**src/rtl/pager_pkg.sv**
```systemverilog
package pager_pkg;
  typedef enum logic [1:0] {
    MODE_SEARCH = 2'd0,
    MODE_LOCK   = 2'd1,
    MODE_COAST  = 2'd2
  } rxMode_e;

  typedef struct packed {
    logic bitStep;
    logic cntRestart;
  } ctlStrobe_t;

  typedef struct packed {
    logic syncHit;
    logic syncSlot;
    logic addrHit;
    logic secondCw;
  } dpFlags_t;
endpackage

```
**src/rtl/pager_datapath.sv**
```systemverilog
module pager_datapath
  import pager_pkg::*;
#(
  parameter int CW_BITS      = 32,
  parameter int CW_PER_FRAME = 2,
  parameter int FRAMES       = 8,
  parameter int ADDR_W       = 18,
  parameter int FRAME_W      = 3,
  parameter int MAX_ERR      = 2,
  parameter logic [CW_BITS-1:0] SYNC_WORD = 32'h7CD215D8
) (
  input  logic               clk,
  input  logic               rstN,
  input  logic               bitIn,
  input  logic [FRAME_W-1:0] frameSel,
  input  logic [ADDR_W-1:0]  addrIn,
  input  ctlStrobe_t         strobe,
  output dpFlags_t           flags
);
  localparam int BATCH_BITS = CW_BITS * (CW_PER_FRAME * FRAMES + 1);
  localparam int CNT_W      = $clog2(BATCH_BITS);
  localparam int CW_LOG     = $clog2(CW_BITS);
  localparam logic [CNT_W-1:0] LAST_BIT  = CNT_W'(BATCH_BITS - 1);
  localparam logic [CNT_W-1:0] FRAME_END = CNT_W'(CW_BITS * CW_PER_FRAME * FRAMES);

  logic [CW_BITS-1:0] shiftQ, shiftD;
  logic [CNT_W-1:0]   cntQ;
  logic               cwEnd, inFrame;
  int                 cwIdx;

  assign shiftD = {shiftQ[CW_BITS-2:0], bitIn};

  always_ff @(posedge clk) begin
    if (!rstN) begin
      shiftQ <= '0;
      cntQ   <= '0;
    end else if (strobe.bitStep) begin
      shiftQ <= shiftD;
      if (strobe.cntRestart || cntQ == LAST_BIT) cntQ <= '0;
      else                                       cntQ <= cntQ + 1'b1;
    end
  end

  always_comb begin
    cwIdx   = int'(cntQ >> CW_LOG);
    cwEnd   = (cntQ[CW_LOG-1:0] == '1) && (cntQ < FRAME_END);
    inFrame = (cwIdx / CW_PER_FRAME) == int'(frameSel);
    flags.syncHit  = $countones(shiftD ^ SYNC_WORD) <= MAX_ERR;
    flags.syncSlot = cntQ == LAST_BIT;
    flags.secondCw = (cwIdx % CW_PER_FRAME) == (CW_PER_FRAME - 1);
    flags.addrHit  = cwEnd && inFrame && !shiftD[CW_BITS-1] &&
                     ($countones(shiftD[CW_BITS-2 -: ADDR_W] ^ addrIn) <= MAX_ERR);
  end
endmodule

```
**src/rtl/pager_control.sv**
```systemverilog
module pager_control
  import pager_pkg::*;
#(
  parameter int CW_BITS = 32
) (
  input  logic       clk,
  input  logic       rstN,
  input  logic       bitValid,
  input  logic       breakIn,
  input  dpFlags_t   flags,
  output ctlStrobe_t strobe,
  output logic       syncValid,
  output logic       addrDetect,
  output rxMode_e    rxMode
);
  localparam int HOLD_W = $clog2(2 * CW_BITS + 1);
  localparam logic [HOLD_W-1:0] HOLD_ONE = HOLD_W'(CW_BITS);
  localparam logic [HOLD_W-1:0] HOLD_TWO = HOLD_W'(2 * CW_BITS);

  rxMode_e           modeQ;
  logic              syncQ;
  logic [HOLD_W-1:0] holdQ;
  logic              brkMeta, brkSync, brkPrev, brkRise;

  assign brkRise           = brkSync && !brkPrev;
  assign strobe.bitStep    = bitValid;
  assign strobe.cntRestart = (modeQ == MODE_SEARCH) && flags.syncHit;

  always_ff @(posedge clk) begin
    if (!rstN) begin
      brkMeta <= 1'b0;
      brkSync <= 1'b0;
      brkPrev <= 1'b0;
    end else begin
      brkMeta <= breakIn;
      brkSync <= brkMeta;
      brkPrev <= brkSync;
    end
  end

  always_ff @(posedge clk) begin
    if (!rstN) begin
      modeQ <= MODE_SEARCH;
      syncQ <= 1'b0;
    end else if (bitValid) begin
      unique case (modeQ)
        MODE_SEARCH: if (flags.syncHit) begin
          modeQ <= MODE_LOCK;
          syncQ <= 1'b1;
        end
        MODE_LOCK: if (flags.syncSlot && !flags.syncHit) begin
          modeQ <= MODE_COAST;
          syncQ <= 1'b0;
        end
        MODE_COAST: if (flags.syncSlot) begin
          modeQ <= flags.syncHit ? MODE_LOCK : MODE_SEARCH;
          syncQ <= flags.syncHit;
        end
        default: modeQ <= MODE_SEARCH;
      endcase
    end
  end

  always_ff @(posedge clk) begin
    if (!rstN)         holdQ <= '0;
    else if (brkRise)  holdQ <= '0;
    else if (bitValid) begin
      if (modeQ == MODE_LOCK && flags.addrHit)
        holdQ <= flags.secondCw ? HOLD_TWO : HOLD_ONE;
      else if (holdQ != '0)
        holdQ <= holdQ - 1'b1;
    end
  end

  assign syncValid  = syncQ;
  assign addrDetect = holdQ != '0;
  assign rxMode     = modeQ;
endmodule

```
**src/rtl/pager_sync_detect.sv**
```systemverilog
module pager_sync_detect
  import pager_pkg::*;
#(
  parameter int CW_BITS      = 32,
  parameter int CW_PER_FRAME = 2,
  parameter int FRAMES       = 8,
  parameter int ADDR_W       = 18,
  parameter int FRAME_W      = 3,
  parameter int MAX_ERR      = 2,
  parameter logic [CW_BITS-1:0] SYNC_WORD = 32'h7CD215D8
) (
  input  logic               clk,
  input  logic               rstN,
  input  logic               bitValid,
  input  logic               bitIn,
  input  logic [FRAME_W-1:0] frameSel,
  input  logic [ADDR_W-1:0]  addrIn,
  input  logic               breakIn,
  output logic               syncValid,
  output logic               addrDetect,
  output logic [1:0]         rxMode
);
  ctlStrobe_t strobe;
  dpFlags_t   flags;
  rxMode_e    modeEnum;

  pager_datapath #(
    .CW_BITS(CW_BITS), .CW_PER_FRAME(CW_PER_FRAME), .FRAMES(FRAMES),
    .ADDR_W(ADDR_W), .FRAME_W(FRAME_W), .MAX_ERR(MAX_ERR), .SYNC_WORD(SYNC_WORD)
  ) u_dp (
    .clk(clk), .rstN(rstN), .bitIn(bitIn), .frameSel(frameSel),
    .addrIn(addrIn), .strobe(strobe), .flags(flags)
  );

  pager_control #(.CW_BITS(CW_BITS)) u_ctl (
    .clk(clk), .rstN(rstN), .bitValid(bitValid), .breakIn(breakIn),
    .flags(flags), .strobe(strobe), .syncValid(syncValid),
    .addrDetect(addrDetect), .rxMode(modeEnum)
  );

  assign rxMode = modeEnum;
endmodule

```
**config.mk**
```make
export PLATFORM = sky130hd
export DESIGN_NAME = pager_sync_detect
export DESIGN_NICKNAME = d
export VERILOG_FILES = /design/src/rtl/pager_pkg.sv /design/src/rtl/pager_datapath.sv /design/src/rtl/pager_control.sv /design/src/rtl/pager_sync_detect.sv
export SDC_FILE = /design/constraint.sdc
export NUM_CORES = 1
export LEC_CHECK = 0
export ABC_AREA = 1
export ABC_CLOCK_PERIOD_IN_PS = 4700
export BUFFER_PORTS_ARGS = -buffer_cell sky130_fd_sc_hd__buf_2
export CORE_MARGIN = 5
export CORE_UTILIZATION = 35
export CTS_CLUSTER_DIAMETER = 60
export DETAILED_ROUTE_END_ITERATION = 8
export PLACE_DENSITY_LB_ADDON = 0.2
export SYNTH_ARGS = -nofsm -noshare
export SYNTH_HDL_FRONTEND = slang
export SYNTH_SLANG_ARGS = --single-unit
```
**constraint.sdc**
```tcl
create_clock -name clk -period 4.7 [get_ports clk]
set_input_delay 0.47 -clock clk [delete_from_list [all_inputs] [get_ports clk]]
set_output_delay 0.47 -clock clk [all_outputs]
set_load 0.05 [all_outputs]
```
==> flow_summary.json <==
{
  "outcome": "complete, but fails checks",
  "violations": "setup timing",
  "setup_slack_ps": -139.6,
  "cp_slowest_stage_delay_ps": 540,
  "cp_top_family": "adder cells",
  "min_period_ps": 4840,
  "hpwl_um": 6709,
  "synth_compound_gate_area_share_pct": 8.745,
  "fin_skew_ps": 4.336,
  "synth_top_family_by_area": "adder cells",
  "tns_ps": -1219,
  "n_antenna_cell": 0,
  "cts_tree": "done",
  "clockBufferDepth": 2,
  "fp.coreArea_um2": 11910,
  "end_kind": "flip-flop",
  "die_area_um2": 14310,
  "clock-root-buffer": "clkbuf_16",
  "leakage_nw": 2.523,
  "grt_pass1_vias": 3352,
  "cts_buffers": 5,
  "ir_drop_mv": 0.5354,
  "grt_max_degree": 50,
  "first_iter_violations": 101,
  "die_x_um": 119.6,
  "synth_edf_count": 0,
  "crit_path_start_kind": "flip-flop",
  "rows": 40,
  "critical_path_buf_inv_count": 6,
  "synth-seq-cells": 54,
  "drive_above_1_share_pct": 27.09,
  "avgSynthCellArea_um2": 8.043,
  "synth-simple-area-share_pct": 15.88,
  "crit_chain": "inv_2 -> ha_4 -> inv_2 -> fa_1 -> inv_2 -> fa_1 -> fa_1 -> inv_2 -> fa_1 -> inv_2 -> fa_1 -> ha_2 -> inv_2 -> fa_1 -> nand2_1 -> nor2_2 -> nand3_2 -> nand2_2 -> nand3_2 -> nor2_4 -> nand3_2 -> nand2_1 -> nor2_1",
  "vias_per_cell": 4.459,
  "start_util_pct": 35.32,
  "critPathRequiredTime_ps": 4890,
  "synthAdderAreaFrac_pct": 31.65,
  "dp_cells": 722,
  "crit_fanout": 4,
  "rsz0062_at_grt": "yes",
  "seqCellArea_um2": 1100,
  "tightest_slew_ps": 876.4,
  "drc": 0,
  "grt_overflow": 0,
  "p_per_area_nw_per_um2": 730.8,
  "fin_nets": 696,
  "max_freq_mhz": 206.6,
  "grt_util_all_layers_pct": 13.00,
  "timing.final.hold_violations": 0,
  "yosysWarnings": 0,
  "synth_xor_area_share_pct": 5.205,
  "cp-endpoint": "u_ctl.syncValid$_SDFFE_PN0P_",
  "multi_input_area_um2": 2743,
  "r2r-end": "u_ctl.syncValid$_SDFFE_PN0P_",
  "cts.sinks": 54,
  "synth_area_um2": 4207,
  "fin_crit_sh_pct": 103.0,
  "holdWs_ps": 350.9,
  "fillers": 1223,
  "synth_top_flop_cell": "dfxtp_1",
  "relSlewSlack_pct": 41.58,
  "io-pin-count": 30,
  "dp_slack_ps": -337.0,
  "r2r_cells": 23,
  "synth_fp_nets": 632,
  "clk_pin_slew_ps": 70,
  "wirelength_um": 8532,
  "htree_levels": 2,
  "finalWeightedCongestion": 0.8184,
  "antenna_found_initial": 0,
  "grt_pass1_wl_um": 15380,
  "maxCapViolCount": 0,
  "drt-wirelength-per-cell_um": 11.62,
  "path_class": "flip-flop to flip-flop",
  "portBuffers": 29,
  "ys_seq_area_share_pct": 25.70,
  "first_pass_iters": 5,
  "worstSkewPairLatency_ps": 290,
  "yosysUniqueCellTypes": 29,
  "arrival_ps": 5030,
  "synthMuxAreaShare_pct": 0,
  "vias": 3273,
  "r2r_slack_ps": -140,
  "critical_path.startpoint": "u_dp.shiftQ[2]$_SDFFE_PN0P_",
  "maxSlewViolCount": 0,
  "stdcell_count": 734,
  "synth_cells": 523,
  "cp_num_cells": 23,
  "slowest_stage": "fa_1",
  "setup_violations": 19,
  "antenna_left": 0,
  "worstReg2RegStart": "u_dp.shiftQ[2]$_SDFFE_PN0P_",
  "hold_path_class": "primary input to flip-flop",
  "async_reset_ff_share_pct": 0,
  "syn_to_final_growth_pct": 22.52,
  "die_h_um": 119.6
}
==> metrics by stage <==
stage               util [%]  area (µm²)  total power, W
floorplan                  -        4235        0.002322
global placement       40.08        4775        0.002986
detailed placement     40.08        4775        0.003029
CTS                    42.52        5065        0.003656
global route           43.27        5154        0.004293
finish                 43.27        5154        0.003766
==> cells by family (layout without fill, tap and decap cells) <==
group                    Yosys count  count (layout)
flip-flops                        54              54
AO/OA/AOI/OAI                     73              73
AND/OR/NAND/NOR                  147             148
buffers and inverters            141             204
adder cells (fa/ha/maj)           83              83
XOR/XNOR                          25              25
==> worst min path at each step <==
stage / from / to / slack, ps / cells after the start
3_3_place_gp: u_ctl.brkMeta$_SDFF_PN0_ / u_ctl.brkSync$_SDFF_PN0_ / 400 / 2
3_5_place_dp: u_ctl.brkMeta$_SDFF_PN0_ / u_ctl.brkSync$_SDFF_PN0_ / 400 / 2
2_1_floorplan: u_ctl.brkMeta$_SDFF_PN0_ / u_ctl.brkSync$_SDFF_PN0_ / 390 / 2
6_report: breakIn / u_ctl.brkMeta$_SDFF_PN0_ / 350 / 3
4_1_cts: breakIn / u_ctl.brkMeta$_SDFF_PN0_ / 340 / 3
5_1_grt: breakIn / u_ctl.brkMeta$_SDFF_PN0_ / 360 / 3
==> cells in the mapped netlist (3+ instances only) <==
master / instances / share of area, %
nor2_2: 3 / 0.45
inv_2: 5 / 0.45
o21ai_0: 36 / 4.3
inv_1: 123 / 11
nand3_1: 13 / 1.5
nor3b_1: 3 / 0.54
nor3_1: 6 / 0.71
clkbuf_1: 10 / 0.89
nor2_1: 47 / 4.2
xor2_1: 23 / 4.8
dfxtp_1: 54 / 26
a21oi_1: 34 / 4.0
fa_1: 39 / 19
nand4_1: 4 / 0.59
ha_1: 44 / 13
nand2_1: 63 / 5.6
==> sequential cells by signal, indices dropped and copies added, names as in the netlist <==
signal,cells
u_dp.shiftQ,31
u_dp.cntQ,10
u_ctl.holdQ,7
u_ctl.rxMode,2
u_ctl.brkMeta,1
u_ctl.brkPrev,1
u_ctl.brkSync,1
u_ctl.syncValid,1
==> worst min-delay path: stages <==
cell and delay, ps:
buf_2 70, nand2_1 40, inv_1 40
==> layer usage <==
layer / track usage, % / vias to the layer above / share of wire [%]
met2: 20.30 / 42 / 43
met1: 18.47 / 1505 / 51
met3: 2.733 / 6 / 3.9
li1: - / 1720 / -
met4: 3.006 / 0 / 1.1
met5: 0 / - / 0
==> where the power goes <==
| part | total (W) | switching (W) | internal, W |
|---|---|---|---|
| clock network | 0.000436 | 0.000172 | 0.000264 |
| logic | 0.00276 | 0.00149 | 0.00128 |
| registers | 0.000566 | 0.0000462 | 0.000520 |
==> layout by cell type (no fill, tap or decap), drive strengths merged <==
| cell | Yosys | final |
|---|---|---|
| nor2 | 51 | 51 |
| nor3b | 3 | 3 |
| clkbuf | 10 | 6 |
| a211oi | 1 | 1 |
| nor3 | 6 | 6 |
| bufinv | 0 | 1 |
| or2 | 1 | 1 |
| fa | 39 | 39 |
| xor2 | 23 | 23 |
| buf | 1 | 67 |
| a21oi | 34 | 34 |
| nand2 | 65 | 66 |
| clkinv | 2 | 2 |
| nand4 | 4 | 4 |
| dfxtp | 54 | 54 |
| inv | 128 | 128 |
| nand3 | 15 | 15 |
| nand3b | 2 | 2 |
| o21ai | 38 | 38 |
| xnor2 | 2 | 2 |
| ha | 44 | 44 |
==> timing repair <==
action,in CTS,in global routing
setup buffers,2,2
gates resized for setup,43,28
cloned,1,0
hold buffers,0,0
endpoints found under the setup margin,20,20
pin swaps,46,15
==> cell type report <==
cell class | instances | area share [%]
flip-flops and latches | 54 | 21.34
repair buffers | 67 | 8.861
inverters | 130 | 9.735
well taps | 147 | 3.569
multi-input cells | 329 | 53.22
clock buffers | 6 | 2.695
clock inverters | 1 | 0.5827
(Power assumes the default switching activity.)
